`src/rtl/sleep_timing_monitor.sv`:
```
module sleep_timing_monitor #(
  parameter int CNT_W = 32,
  parameter int DB_W  = 16
) (
  input  logic             clk,
  input  logic             rst_n,
  input  logic             sleep_raw,
  input  logic             link_pm,
  input  logic             oob_evt,
  input  logic [DB_W-1:0]  db_cyc,
  input  logic [CNT_W-1:0] min_assert_cyc,
  input  logic [CNT_W-1:0] max_detect_cyc,
  input  logic             err_clr,
  output logic             sleep_filt,
  output logic             err_short,
  output logic             err_late,
  output logic             err_nopm,
  output logic [CNT_W-1:0] assert_width,
  output logic             width_valid,
  output logic [CNT_W-1:0] wake_latency,
  output logic             latency_valid
);

  localparam logic [CNT_W-1:0] CNT_MAX = '1;

  logic [1:0]       sync_q;
  logic [DB_W-1:0]  db_cnt;
  logic [CNT_W-1:0] w_cnt;
  logic [CNT_W-1:0] l_cnt;
  logic             pending;

  wire            differ   = sync_q[1] ^ sleep_filt;
  wire [DB_W:0]   db_next  = {1'b0, db_cnt} + (DB_W+1)'(1);
  wire            accept   = differ && (db_next >= {1'b0, db_cyc});
  wire            rise_acc = accept && !sleep_filt;
  wire            fall_acc = accept && sleep_filt;

  wire [CNT_W-1:0] w_inc   = (w_cnt == CNT_MAX) ? w_cnt : w_cnt + 1'b1;
  wire [CNT_W-1:0] l_inc   = (l_cnt == CNT_MAX) ? l_cnt : l_cnt + 1'b1;
  wire             waiting = pending && !rise_acc;
  wire             lat_over = l_inc > max_detect_cyc;

  wire short_set = fall_acc && (w_inc < min_assert_cyc);
  wire late_set  = waiting && lat_over;
  wire nopm_set  = rise_acc && !link_pm;

  // input synchronizer and debounce
  always_ff @(posedge clk or negedge rst_n) begin
    if (!rst_n) begin
      sync_q     <= '0;
      db_cnt     <= '0;
      sleep_filt <= 1'b0;
    end else begin
      sync_q <= {sync_q[0], sleep_raw};
      if (!differ || accept) db_cnt <= '0;
      else                   db_cnt <= db_next[DB_W-1:0];
      if (accept) sleep_filt <= sync_q[1];
    end
  end

  // sleep width measurement
  always_ff @(posedge clk or negedge rst_n) begin
    if (!rst_n) begin
      w_cnt        <= '0;
      assert_width <= '0;
      width_valid  <= 1'b0;
    end else begin
      width_valid <= fall_acc;
      if (rise_acc)                    w_cnt <= '0;
      else if (sleep_filt && !fall_acc) w_cnt <= w_inc;
      if (fall_acc) assert_width <= w_inc;
    end
  end

  // wake latency measurement
  always_ff @(posedge clk or negedge rst_n) begin
    if (!rst_n) begin
      pending       <= 1'b0;
      l_cnt         <= '0;
      wake_latency  <= '0;
      latency_valid <= 1'b0;
    end else begin
      latency_valid <= 1'b0;
      if (rise_acc) begin
        pending <= 1'b0;
      end else if (fall_acc) begin
        pending <= 1'b1;
        l_cnt   <= '0;
      end else if (pending) begin
        if (oob_evt) begin
          pending       <= 1'b0;
          wake_latency  <= l_inc;
          latency_valid <= 1'b1;
        end else if (lat_over) begin
          pending <= 1'b0;
        end else begin
          l_cnt <= l_inc;
        end
      end
    end
  end

  // sticky flags, a new violation beats a clear
  always_ff @(posedge clk or negedge rst_n) begin
    if (!rst_n) begin
      err_short <= 1'b0;
      err_late  <= 1'b0;
      err_nopm  <= 1'b0;
    end else begin
      err_short <= short_set | (err_short & ~err_clr);
      err_late  <= late_set  | (err_late  & ~err_clr);
      err_nopm  <= nopm_set  | (err_nopm  & ~err_clr);
    end
  end

endmodule


```
`config.mk`:
```
export PLATFORM = sky130hd
export DESIGN_NAME = sleep_timing_monitor
export DESIGN_NICKNAME = d
export VERILOG_FILES = /design/src/rtl/sleep_timing_monitor.sv
export SDC_FILE = /design/constraint.sdc
export NUM_CORES = 1
export LEC_CHECK = 0
export BUFFER_PORTS_ARGS = -buffer_cell sky130_fd_sc_hd__buf_4
export CORE_AREA = 2 2 140 142
export DETAILED_ROUTE_END_ITERATION = 8
export DIE_AREA = 0 0 142 144
export HOLD_SLACK_MARGIN = 0.15
export PLACE_DENSITY = 0.76
export SYNTH_ARGS = -nofsm -noshare
export SYNTH_HDL_FRONTEND = slang
export SYNTH_SLANG_ARGS = --single-unit
```
`constraint.sdc`:
```
create_clock -name clk -period 3.7 [get_ports clk]
set_input_delay 0.74 -clock clk [delete_from_list [all_inputs] [get_ports clk]]
set_output_delay 0.74 -clock clk [all_outputs]
set_load 0.05 [all_outputs]
```
# Yosys cells after proc, flatten, opt, wreduce, memory -nomap -nowiden
# Cells that the tools add are included.
# classes
n_reduce_logical	18
mul	0
div_mod_pow	0
eq_ne	4
n_mux	18
n_bitwise	10
n_shift	0
magnitude_cmp	3
n_addsub	3
# ops
op	n
$mux W32	8
$add A32 B1 Y32 const B	2
$eq A32 B32 Y1 const B	2
$gt A32 B32 Y1	1
$lt A32 B32 Y1	1
$add A16 B1 Y17 const B	1
$ge A17 B16 Y1	1
$mux W16	1
$mux W1	9
$logic_and A1 B1 Y1	8
$reduce_and A4 Y1	2
$logic_not A1 Y1	5
$reduce_bool A2 Y1	2
$and A1 B1 Y1	3
$not A1 Y1	3
$or A1 B1 Y1	3
$ne A2 B1 Y1 const B	1
$ne A2 B2 Y1 const B	1
$logic_or A1 B1 Y1	1
$xor A1 B1 Y1	1
# word_totals
register_bits	153
latch_bits	0
wordCells	69
ramBits	0
romBits	0
memories	0

# Depth between registers and ports, before layout
# Gate-level depths: netlist of the first run.
# depth
depth_word	8
depth_mapped	17
mapped_depth_nobuf	15

# Worst setup path after synthesis of the first run
# OpenSTA, ideal clock, no wires.
# synth_path
kind	register to register
startpoint	reg l_cnt[3]
endpoint	reg l_cnt[8]
setup_ns	0.066
n_path_buf	2
path_stages_with_launch	17
t_arrival_ns	3.993
setup_slack_ns	-0.359
path_cell_list	dfrtp_1 > and4_1 > buf_4 > nand3_4 > or3_4 > o31ai_1 > nor2_1 > xor2_1 > ha_1 > a211oi_1 > o21ai_0 > o221a_2 > o31a_1 > or2_2 > nor2_1 > clkbuf_1 > a22o_1
# synth_between
elab_cells_between_ends	10
cone_classes	add/sub (1); order compare (1); eq/ne (2); mux (5); reduce/logical (1)
# synth_lines
item	line_no	source
start, declared	29	logic [CNT_W-1:0] l_cnt;
start signal, assigned	97	l_cnt <= l_inc;
$add A32 B1 Y32 or $eq A32 B32 Y1 (tied branches)	39	wire [CNT_W-1:0] l_inc = (l_cnt == CNT_MAX) ? l_cnt : l_cnt + 1'b1;
$mux W32 (*)	39	
via l_inc[23]	39	
$gt A32 B32 Y1 (*)	41	wire lat_over = l_inc > max_detect_cyc;
$ne A2 B2 Y1 (no source line) (*)	n/a	
$reduce_and A4 Y1 (no source line) (*)	n/a	
# The timed path passes the listed nets; every way through them passes the cells marked *. The select of a mux whose other input is x is not followed.
# A chain may end at the register's enable or synchronous reset.

# Worst setup path after layout of the first run
# layout_path
startpoint	reg l_cnt[6]
endpoint	reg l_cnt[25]
# Same word-level chain as after synthesis.

==> metrics list, run 1 <==
- For this run the aggregate overflow at the end of global routing stands at 0.
* Cell chosen for the clock root: clkbuf_16
- The worst setup path is launched from a register.
* Headroom to the max-slew limit: 52.7%
- The number of max-slew violations in the final report came to 0.
- Number of setup violations in the final report: 34
* Final number of hold-violating endpoints: 0
- Of all nets on the critical path, the largest fanout is 5.
* CTS clock-pin slew for the worst setup and hold paths: about 60 ps
- Cell Count Post-Placement: 1549
- Leading cell type in the layout, fill and taps excluded: buf_4
- Unique masters post-synth: between 60 and 70
* Design area: 13500 sq um
* Post-route clock period utilization: 108%
- For the pin with the worst max-slew slack, the measured transition is 710 ps.
- Total Power: 3.58 mW
- Drt wl/cell: 17.7 microns
- Setup repair after global routing could not meet its margin everywhere.
- Once routing completed, OpenROAD measured the worst setup slack at -311 ps.
- The congestion estimate from routability-driven global placement came to 0.920.
- The flow ran to the end, but the final reports show violations.
* Port Buffers: 155
* Start of the worst register-to-register path: l_cnt[6]$_DFFE_PN0P_
- Count of filler cells inserted in the layout: 1396
* Count of hold buffers inserted by post-cts repair: 0
- Antenna Nets Post-Route: 0
- The die covers 20400 sq um.
- STA classifies the critical path endpoint as a register.
* Setup slack, reg-to-reg: -310 ps
- For this design the static power due to leakage is 7.14 nW.
- Global-route track usage on met1: between 30 and 40%
* Max Cap Viol: 0
- Core footprint: 19100 sq um
* Power density relative to cell area: 264 nW/um^2
- The initialized floorplan defines 51 standard-cell rows.
* Met2 track utilization from global routing: 46.8%
- Synthesized area: 9620 sq um
- At the end of the flow the core is filled with cells to a little under three quarters.
* Maximum clock insertion buffer count: 2
- Global routing consumed, over all layers together, 27.1% of the routing resources.
* Starting DRT DRC Count: around 660
- Setup CP Type: reg -> reg
- Number of H-tree branching levels: 4
* Worst EP required: 4010 ps
- Failing checks: negative setup slack
- Startpoint of the worst setup timing path: l_cnt[6]$_DFFE_PN0P_
* Number of storage elements in the synthesis netlist: 153
* ANT cells: 0
- Non-filler instance count after layout: roughly 1.6k
* Vias: 9038
- Clock period minus worst slack: 4010 ps
* TritonRoute pass-1 iters: 5
- Worst ir drop on vdd: 0.338 mV
* Async SR Flop Fraction: 100%
* Total Routed Length: ~28 mm
- For this configuration, the core starts out at a cell density of 50.4%.
- The floorplan step set the die width to 142 microns.
- The first global-routing pass estimated 43.6 mm of wire.
* Vias per std cell: ~5.6
- Commonest non-fill, non-tap cells in the layout: buf_4, dfrtp_1, inv_1, ha_1, nand2_1
- Fraction of layout cells with a size suffix above 1: a little under two fifths
- Main flop type after synthesis: dfrtp_1
* Hold Crit Class: in -> async
* Overall die height: 144 microns
- In the routed design, unresolved DRC markers number 0.
* Worst EP arrival: approximately 4300 ps
* Synth Area per Inst: 9.58 sq um
* Most used routing layer: met2
- For this run, the register share of the synthesized area comes to 39.8%.
- Global routing consumed, on the met3 layer, 4.07% of the routing resources.
* Boundary Pins: 156
* Pre-CTS setup slack: -397 ps
- Based on the critical path, the design can be clocked at up to 249 MHz.
- In this run, CTS created clock tree buffers numbering 17.
- Synthesis-to-layout area growth: 40.7%
- DP Area: ~12000 sq um
- Synthesis produced a netlist with a net count of ~1.2k.
- Mapped Cells: 1004
- The Yosys step of the flow raised 0 warnings.
* Count of flip-flops with a built-in enable after synthesis: 0
- Once detailed placement completed, the half-perimeter wirelength came to ~21 mm.
* Largest net degree at the start of global routing: 60
- Worst hold margin: ~270 ps
- Clock Skew: 5.89 ps
- The initial antenna violation count is 0.
* Clk Latency, worst-skew pair: 430 ps
* CTS tree: yes
- Number of global-route vias before repair: roughly 9k
- Final total negative setup slack: -7870 ps
- Number of nets in the finished design: 1520
- The tree built by TritonCTS fans out to 153 sinks.
## sequential cells by signal (all words and copies together), names as in the netlist, 2 cells and up
register	cells
w_cnt	32
sync_q	2
assert_width	32
db_cnt	16
l_cnt	32
wake_latency	32
## repair_timing
action | CTS | global route
buffers inserted | 11 | 10
pin swaps | 13 | 26
gates resized for setup | 31 | 48
gates cloned | 2 | 1
endpoints found under the setup margin | 35 | 125
## cells in the mapped netlist (all sizes together) (3+ instances only)
| cell | instances | area [sq um] |
|---|---|---|
| inv | 126 | 473 |
| nor2b | 18 | 113 |
| or3 | 8 | 60.1 |
| nor4 | 12 | 103 |
| o31a | 4 | 35.0 |
| nand4 | 32 | 200 |
| ha | 82 | 1030 |
| a211o | 3 | 26.3 |
| o41ai | 3 | 45.1 |
| a31oi | 6 | 37.5 |
| nor2 | 44 | 168 |
| or2 | 12 | 75.1 |
| a21o | 15 | 113 |
| dfrtp | 153 | 3830 |
| mux2 | 44 | 495 |
| o31ai | 6 | 45.0 |
| a211oi | 4 | 35.0 |
| mux2i | 3 | 30.0 |
| and4 | 11 | 96.3 |
| xnor2 | 35 | 307 |
| and3 | 21 | 131 |
| a22o | 30 | 263 |
| xor2 | 24 | 210 |
| nand3 | 34 | 183 |
| nand2b | 6 | 37.5 |
| o2bb2ai | 21 | 184 |
| buf | 10 | 52.6 |
| and2 | 5 | 33.8 |
| nor3 | 18 | 95.1 |
| o21ai | 48 | 240 |
| a21oi | 26 | 130 |
| nand2 | 79 | 297 |
| clkbuf | 19 | 71.3 |
| o211ai | 12 | 95.1 |
| o21a | 4 | 30.0 |
## path summary, 6_finish.rpt
check,endpoint,cells after the start
max,l_cnt[25]$_DFFE_PN0P_,18
min,db_cnt[6]$_DFF_PN0_,1
max reg2reg,l_cnt[25]$_DFFE_PN0P_,18
min reg2reg,sync_q[1]$_DFF_PN0_,0
max in group asynchronous,w_cnt[9]$_DFFE_PN0P_,2
min in group clk,sync_q[1]$_DFF_PN0_,0
## where the power goes
part           leakage [nW]  switching [mW]  internal (mW)
logic                  4.82           0.133          0.129
clock network         0.259           0.682          0.952
registers              2.07         0.00583           1.68
total                  7.14           0.821           2.76
## area by class of cell
cell class	count	area, sq um	share of cell area (%)
clock buffers	23	468	3.46
clock inverters	8	72.6	0.536
inverters	126	478	3.53
multi-input cells	697	5580	41.2
flip-flops and latches	153	3830	28.3
well taps	238	298	2.20
repair buffers	357	2820	20.8
## cells by family (layout without fill, tap and decap cells)
group | Yosys count | in the layout | synth area share (%)
buf+inv | 155 | 514 | 6.20
flops | 153 | 153 | 39.8
mux | 47 | 47 | 5.46
fa+ha+maj | 82 | 82 | 10.7
compound gates | 202 | 202 | 15.5
simple gates | 306 | 307 | 17.0
xor+xnor | 59 | 59 | 5.37
## critical path, stage by stage, from the launching register on
cell and delay, ps:
dfrtp_1 350, and4_4 260, nand3_4 70, buf_4 170, nor3_2 330, a21o_1 320, nor2_1 90, xor2_1 180
ha_1 310, nand4_1 160, nor4_2 310, buf_4 170, a21bo_2 240, a31oi_4 190, or2_4 200, buf_6 120
nor2_4 40, buf_6 140, a22o_1 240
## metal layers
layer  part of all wire (%)  vias to the layer above
met2                     50                      294
li1                       -                     4267
met3                    5.2                       64
met1                     41                     4413
met4                    3.4                        0
met5                      0                        -
No activity file was read; power rests on OpenSTA's default activity.
==> run 2: changes to the inputs <==
--- a/config.mk
+++ b/config.mk
@@ -9,6 +9,7 @@
 export CORE_AREA = 2 2 140 142
 export DETAILED_ROUTE_END_ITERATION = 8
 export DIE_AREA = 0 0 142 144
+export GPL_TIMING_DRIVEN = 0
 export HOLD_SLACK_MARGIN = 0.15
 export PLACE_DENSITY = 0.76
 export SYNTH_ARGS = -nofsm -noshare
==> run 2 against run 1 <==
Effect of this change: the run still ends with negative setup slack left; clock skew is 4.3 ps higher; wire length down 5.1%; critical path depth fell by 2; via count shrank 4.1%; utilization down 3.4 points; design area fell by 4.9%; power is 3.6% higher; largest power group is now clock; sequential share of layout area grew 1.5 points; global-route usage fell by 1.4 points; setup slack lost 110 ps; cell count shrank 7.4%; sequential power barely moved.
==> metrics list, run 2 (same netlist as run 1, synthesis figures left out) <==
- The required time of the worst setup path is 4070 ps (was 4010 ps).
* # rows: 51 (unchanged)
* FF/Latch Area: 3840 sq um (was 3830 sq um)
- TritonRoute pass-1 iters: 5 (unchanged)
* Number of sinks driven by the clock tree: 153 (unchanged)
* Number of global-route vias before repair: 8261 (was 9028)
- Starting density of the core: 50.4% (unchanged)
* Maximum clock insertion buffer count: 2 (unchanged)
* Highest clock rate: 243 MHz (was 249 MHz)
- Vias per std cell: 5.85 (was 5.64)
- The sum of negative setup slack came to -12630 ps (was -7870 ps).
- Drt wl/cell: 18.1 microns (was 17.7 microns)
- The final layout net count came to 1401 (was 1520).
- Antenna Nets Post-Route: 0 (unchanged)
- Overall die height: 144 microns (unchanged)
- The count of routing violations after the opening detailed-route iteration was 709 (was 659).
- Boundary Pins: 156 (unchanged)
- The type of the worst setup path is reg -> reg (unchanged).
- Number of setup violations in the final report: 34 (unchanged)
- Power density relative to cell area: 288 nW/um^2 (was 264 nW/um^2)
- Cell chosen for the clock root: clkbuf_16 (unchanged)
- Global route overflow: 0 (unchanged)
- Detailed-route DRC error count: 0 (unchanged)
- The category of the worst setup path launch point is a register (unchanged).
- The overall track demand over capacity in global routing was 25.7% (was 27.1%).
- Largest net degree at the start of global routing: 85 (was 60)
* Max Cap Viol: 0 (unchanged)
- Port Buffers: 155 (unchanged)
- Headroom to the max-slew limit: 53.2% (was 52.7%)
* Core footprint: 19100 sq um (unchanged)
- Leading cell type in the layout, fill and taps excluded: buf_4 (unchanged)
* Leakage dissipation: 6.61 nW (was 7.14 nW)
- The global placer's final weighted congestion came to 0.925 (was 0.920).
* ANT cells: 0 (unchanged)
* Pins over their slew limit: 0 (unchanged)
* Commonest non-fill, non-tap cells in the layout: buf_4, dfrtp_1, inv_1, nand2_1, ha_1 (was buf_4, dfrtp_1, inv_1, ha_1, nand2_1)
- The worst hold slack across all endpoints came to 299 ps (was 267 ps).
* Clk Latency, worst-skew pair: 440 ps (was 430 ps)
- Maximum cell stage delay along the critical path: 370 ps (was 350 ps)
- The die area was 20400 sq um (unchanged).
- Final number of hold-violating endpoints: 0 (unchanged)
* Combined area of the multi-input logic cells: 5810 sq um (was 5580 sq um)
- Clock Skew: 10.2 ps (was 5.89 ps)
- Hold Crit Class: in -> async (unchanged)
- Die X-Extent: 142 microns (unchanged)
- Pre-CTS setup slack: -934 ps (was -397 ps)
- The final-layout fill cell count is 1397 (was 1396).
- Worst path cell trace: nand4_1 > buf_4 > nor3_2 > nand2_2 > nor3_4 > nor4_1 > or2_2 > ha_1 > nand4_1 > nor4_4 > a21bo_2 > a31oi_4 > nor2_4 > a21boi_4 > buf_4 > a22o_1 (was and4_4 > nand3_4 > buf_4 > nor3_2 > a21o_1 > nor2_1 > xor2_1 > ha_1 > nand4_1 > nor4_2 > buf_4 > a21bo_2 > a31oi_4 > or2_4 > buf_6 > nor2_4 > buf_6 > a22o_1)
* Fraction of layout cells with a size suffix above 1: 34.5% (was 37.7%)
* Global-route wire length before repair: 41.4 mm (was 43.6 mm)
* Slack of the critical path: -416 ps (was -311 ps)
- Final HPWL DP: 18.2 mm (was 20.5 mm)
* CP endpoint kind: register (unchanged)
- Failing checks: negative setup slack (unchanged)
* Count of hold buffers inserted by post-cts repair: 0 (unchanged)
- Clock period minus worst slack: 4120 ps (was 4010 ps)
- Run status: finished with violations (unchanged)
- The count of vias placed by the detailed router came to 8671 (was 9038).
* Total Routed Length: 26.9 mm (was 28.3 mm)
- RSZ-0062 raised after global routing: true (unchanged).
- The synthesis-to-layout area growth came to 33.9% (was 40.7%).
* Worst ir drop on vdd: 0.339 mV (was 0.338 mV)
- CTS clock-pin slew for the worst setup and hold paths: 70 ps (was 60 ps)
- The library cell contributing the largest single delay on the critical path was dfrtp_1 (unchanged).
- Number of buffers added by the clock tree synthesis step: 17 (unchanged)
* Largest fanout of any net on the critical path: 10 (was 5)
* CTS tree: yes (unchanged)
* Post-route clock period utilization: 111% (was 108%)
- Number of H-tree branching levels: 4 (unchanged)
- Number of antenna violations at the first check in global routing: 0 (unchanged)
- The actual slew at the worst max-slew pin was 696 ps (was 710 ps).
- The data arrival at the endpoint of the critical path was 4490 ps (was 4320 ps).
-- run 2: cell types whose count changed in the layout (fill, tap and decap cells not counted), sizes merged --
cell,change
nor2,-1
clkinvlp,+2
clkinv,-2
bufinv,+2
buf,-130
inv,+1
clkbuf,+9
-- run 2: repair_timing --
item | in CTS | in global routing
setup buffers | 35 | 22
gates resized for setup | 86 | 72
setup endpoints to repair | 137 | 145
gates cloned | 1 | 0
pin swaps | 23 | 43
-- run 2: worst max-delay path, delay by kind of cell (launching register included) --
family	cells	cell delay, ps
compound gates	4	910
fa+ha+maj	1	300
buf+inv	2	420
flops	1	370
simple gates	9	2050
-- run 2: routing by layer --
metal | vias up | global-route usage (%) | part of all wire [%]
li1 | 4020 | - | -
met1 | 4236 | 33.9 | 43
met2 | 356 | 43.5 | 49
met3 | 59 | 3.87 | 6.0
met4 | 0 | 8.47 | 2.4
met5 | - | 0 | 0
-- run 2: final timing paths --
kind | start | endpoint | slack [ps] | depth (start not counted)
max in group asynchronous | rst_n | w_cnt[5]$_DFFE_PN0P_ | 2540 | 2
setup / recovery | l_cnt[26]$_DFFE_PN0P_ | l_cnt[23]$_DFFE_PN0P_ | -420 | 16
setup reg to reg | l_cnt[26]$_DFFE_PN0P_ | l_cnt[23]$_DFFE_PN0P_ | -420 | 16
min in group clk | sync_q[0]$_DFF_PN0_ | sync_q[1]$_DFF_PN0_ | 360 | 0
hold reg to reg | sync_q[0]$_DFF_PN0_ | sync_q[1]$_DFF_PN0_ | 360 | 0
hold / removal | rst_n | db_cnt[7]$_DFF_PN0_ | 300 | 1
-- run 2: final cells by class --
class | count | share of cell area [%]
buffer | 25 | 1.65
clock buffer | 20 | 3.39
clock inverter | 11 | 1.17
inverter | 126 | 3.69
multi-input combinational | 696 | 45.1
sequential | 153 | 29.8
tap | 238 | 2.31
timing repair buffer | 214 | 12.8
-- run 2: where the power goes --
group          switching, mW  internal [mW]  total, mW
clock network          0.718           1.06       1.77
logic                  0.128          0.120      0.248
registers            0.00829           1.68       1.69
total                  0.854           2.86       3.71
-- run 2: stage by stage --
stage	total power, mW	cell area [sq um]	utilization, %	instances
floorplan	1.81	9710	-	1004
global placement	1.94	11200	58.6	1397
detailed placement	1.95	11200	58.7	1398
CTS	3.71	12400	65.1	1464
global route	3.83	12900	67.5	1483
finish	3.71	12900	67.5	1483
==> run 3: changes to the inputs <==
--- a/config.mk
+++ b/config.mk
@@ -6,12 +6,11 @@
 export NUM_CORES = 1
 export LEC_CHECK = 0
 export BUFFER_PORTS_ARGS = -buffer_cell sky130_fd_sc_hd__buf_4
-export CORE_AREA = 2 2 140 142
+export CORE_AREA = 2 2 169 171
 export DETAILED_ROUTE_END_ITERATION = 8
-export DIE_AREA = 0 0 142 144
+export DIE_AREA = 0 0 171 173
 export GPL_TIMING_DRIVEN = 0
 export HOLD_SLACK_MARGIN = 0.15
-export PLACE_DENSITY = 0.76
 export SYNTH_ARGS = -nofsm -noshare
 export SYNTH_HDL_FRONTEND = slang
 export SYNTH_SLANG_ARGS = --single-unit
==> constraint.sdc (replaced) <==
create_clock -name clk -period 3.73 [get_ports clk]
set_input_delay 0.746 -clock clk [delete_from_list [all_inputs] [get_ports clk]]
set_output_delay 0.746 -clock clk [all_outputs]
set_load 0.05 [all_outputs]
==> run 3 against run 2 <==
Effect of this change: the flow still finishes with violations (negative setup slack); clock power hardly changed; global-route usage is 7.2 points lower; register-to-register slack worse by 70 ps; sequential power hardly changed; largest cell class unchanged.
==> metrics list, run 3 (same netlist as run 1, synthesis figures left out) <==
- The power consumption is 3.72 mW (was 3.71 mW).
* Worst ir drop on vdd: 0.211 mV (was 0.339 mV)
- Final HPWL DP: 19.7 mm (was 18.2 mm)
- The setup-violating endpoint count in the final report came to 34 (unchanged).
- Critical Path Stages: 18 (was 16)
- Worst path cell trace: and4_1 > buf_6 > nand4_1 > nor4_4 > buf_4 > nand4_1 > buf_6 > nor4_4 > xnor2_2 > ha_1 > nand4_1 > nor4_4 > nand3_2 > o31a_1 > or2_4 > nor2_4 > clkbuf_8 > a22o_1 (was nand4_1 > buf_4 > nor3_2 > nand2_2 > nor3_4 > nor4_1 > or2_2 > ha_1 > nand4_1 > nor4_4 > a21bo_2 > a31oi_4 > nor2_4 > a21boi_4 > buf_4 > a22o_1)
- Cell family with most CP delay: simple AND/OR/NAND/NOR gates (unchanged)
- The count of vias placed by the detailed router was 8471 (was 8671).
- The capturing element type of the critical path is a register (unchanged).
* Count of hold buffers inserted by post-cts repair: 0 (unchanged)
- The number of routed nets with antenna violations came to 0 (unchanged).
- The data arrival at the endpoint of the critical path came to 4600 ps (was 4490 ps).
- Max Cap Viol: 0 (unchanged)
- Area of the die: 29600 sq um (was 20400 sq um)
- The final layout net count came to 1408 (was 1401).
* Hold Crit Class: in -> async (unchanged)
- Commonest non-fill, non-tap cells in the layout: buf_4, dfrtp_1, inv_1, ha_1, nand2_1 (was buf_4, dfrtp_1, inv_1, nand2_1, ha_1).
* Clk Latency, worst-skew pair: 450 ps (was 440 ps)
- RSZ-0062 raised after global routing: true (unchanged).
* Clock Skew: 18.1 ps (was 10.2 ps)
- Global-route wire length before repair: 43.4 mm (was 41.4 mm)
* Largest fanout of any net on the critical path: 5 (was 10)
* Start of the worst register-to-register path: l_cnt[3]$_DFFE_PN0P_ (was l_cnt[26]$_DFFE_PN0P_)
- The stage delay of the slowest cell on the critical path is 390 ps (was 370 ps).
- The number of optimization iterations in the first detailed-route pass is 4 (was 5).
* CTS clock-pin slew for the worst setup and hold paths: 60 ps (was 70 ps)
- Global route overflow: 0 (unchanged)
* Largest net degree at the start of global routing: 79 (was 85)
* Number of global-route vias before repair: 8277 (was 8261)
- Total global-route track usage: 18.5% (was 25.7%)
- Overall die height: 173 microns (was 144 microns)
* Number of H-tree branching levels: 4 (unchanged)
- Number of sinks driven by the clock tree: 153 (unchanged)
- Cell Count Post-Placement: 1538 (was 1398)
- Drt wl/cell: 17.2 microns (was 18.1 microns)
- The via count normalized by instance count is 5.19 (was 5.85).
- The leakage power was 6.70 nW (was 6.61 nW).
- The source of the critical timing path was l_cnt[3]$_DFFE_PN0P_ (was l_cnt[26]$_DFFE_PN0P_).
* Cell chosen for the clock root: clkbuf_16 (unchanged)
- Fraction of layout cells with a size suffix above 1: 34.9% (was 34.5%)
* Core footprint: 27600 sq um (was 19100 sq um)
- Worst Tran Pin Value: 668 ps (was 696 ps)
* Post-route clock period utilization: 113% (was 111%)
- The global placer's final weighted congestion is 0.829 (was 0.925).
* Detailed-route DRC error count: 0 (unchanged)
- Total Routed Length: 28.0 mm (was 26.9 mm)
- The overall die width is 171 microns (was 142 microns).
- The clock tree from TritonCTS is yes (unchanged).
- The top achievable clock speed came to 237 MHz (was 243 MHz).
* Number of buffers added by the clock tree synthesis step: 17 (unchanged)
* ANT cells: 0 (unchanged)
* Synthesis-to-layout area growth: 36.4% (was 33.9%)
* Starting DRT DRC Count: 443 (was 709)
* # rows: 61 (was 51)
* Launching element type of the critical path: register (unchanged)
- The post-route worst setup slack came to -490 ps (was -416 ps).
- The critical path endpoint is l_cnt[29]$_DFFE_PN0P_ (was l_cnt[23]$_DFFE_PN0P_).
- The worst setup slack for register-to-register paths came to -490 ps (was -420 ps).
* Setup CP Type: reg -> reg (unchanged)
- Worst EP required: 4110 ps (was 4070 ps)
- Boundary Pins: 156 (unchanged)
- Run status: finished with violations (unchanged).
- Failing checks: negative setup slack (unchanged)
- The worst hold slack across all endpoints is 274 ps (was 299 ps).
- The count of port buffers added during placement is 155 (unchanged).
- The reg-to-reg endpoint is l_cnt[29]$_DFFE_PN0P_ (was l_cnt[23]$_DFFE_PN0P_).
- Crit-path slowest cell: dfrtp_2 (was dfrtp_1)
- Pins over their slew limit: 0 (unchanged)
* Non-filler instance count after layout: 1631 (was 1483)
- Power density relative to cell area: 283 nW/um^2 (was 288 nW/um^2)
- The final number of hold-violating endpoints was 0 (unchanged).
* Maximum clock insertion buffer count: 2 (unchanged)
* Headroom to the max-slew limit: 55.4% (was 53.2%)
- Post-Route Utilization: 47.5% (was 67.5%)
- Clock period minus worst slack: 4220 ps (was 4120 ps)
- The starting density of the core came to 34.8% (was 50.4%).
- Leading cell type in the layout, fill and taps excluded: buf_4 (unchanged)
- The initial antenna violation count came to 0 (unchanged).
- The depth of the worst register-to-register path came to 18 (was 16).
- The count of buffer and inverter cells on the critical path was 4 (was 2).
==> run 3: report_power, final <==
group / internal (mW) / leakage, nW / switching, mW
Clock: 1.00 / 0.282 / 0.788
Sequential: 1.66 / 2.04 / 0.00637
Combinational: 0.122 / 4.37 / 0.131
==> run 3: routing by layer <==
layer,track usage (%),vias up,wire length (microns)
li1,-,4036,-
met1,24.8,4173,12600
met2,30.8,234,13700
met3,2.91,28,1260
met4,5.30,0,514
met5,0,-,0
==> run 3: per-stage QoR <==
step                      worst slack, ps  area (sq um)  setup TNS (ps)
after global placement              -1020         11300          -51360
after CTS                            -391         12700          -11570
final                                -490         13100          -14310
after global routing                 -671         13100          -20170
after detailed placement            -1040         11400          -58570
after floorplan                      9.42          9700               0
==> run 3: what timing repair did <==
| item | CTS | global route |
|---|---|---|
| setup buffers | 38 | 22 |
| resized for setup | 76 | 87 |
| endpoints found under the setup margin | 137 | 121 |
| gates cloned | 4 | 1 |
| pin swaps | 38 | 26 |
==> run 3: how the worst min path moves through the flow <==
| stage | startpoint | to |
|---|---|---|
| 2_1_floorplan | sync_q[0]$_DFF_PN0_ | sync_q[1]$_DFF_PN0_ |
| 3_3_place_gp | sync_q[0]$_DFF_PN0_ | sync_q[1]$_DFF_PN0_ |
| 3_5_place_dp | sync_q[0]$_DFF_PN0_ | sync_q[1]$_DFF_PN0_ |
| 4_1_cts | rst_n | db_cnt[7]$_DFF_PN0_ |
| 5_1_grt | rst_n | db_cnt[7]$_DFF_PN0_ |
| 6_report | rst_n | db_cnt[7]$_DFF_PN0_ |
==> run 3: final cells by class <==
type | count | area, sq um
fillers | 2622 | 14500
multi-input cells | 696 | 5760
flip-flops and latches | 153 | 3850
repair buffers | 221 | 1760
inverters | 126 | 478
well taps | 378 | 473
clock buffers | 18 | 429
plain buffers | 25 | 220
clock inverters | 14 | 163
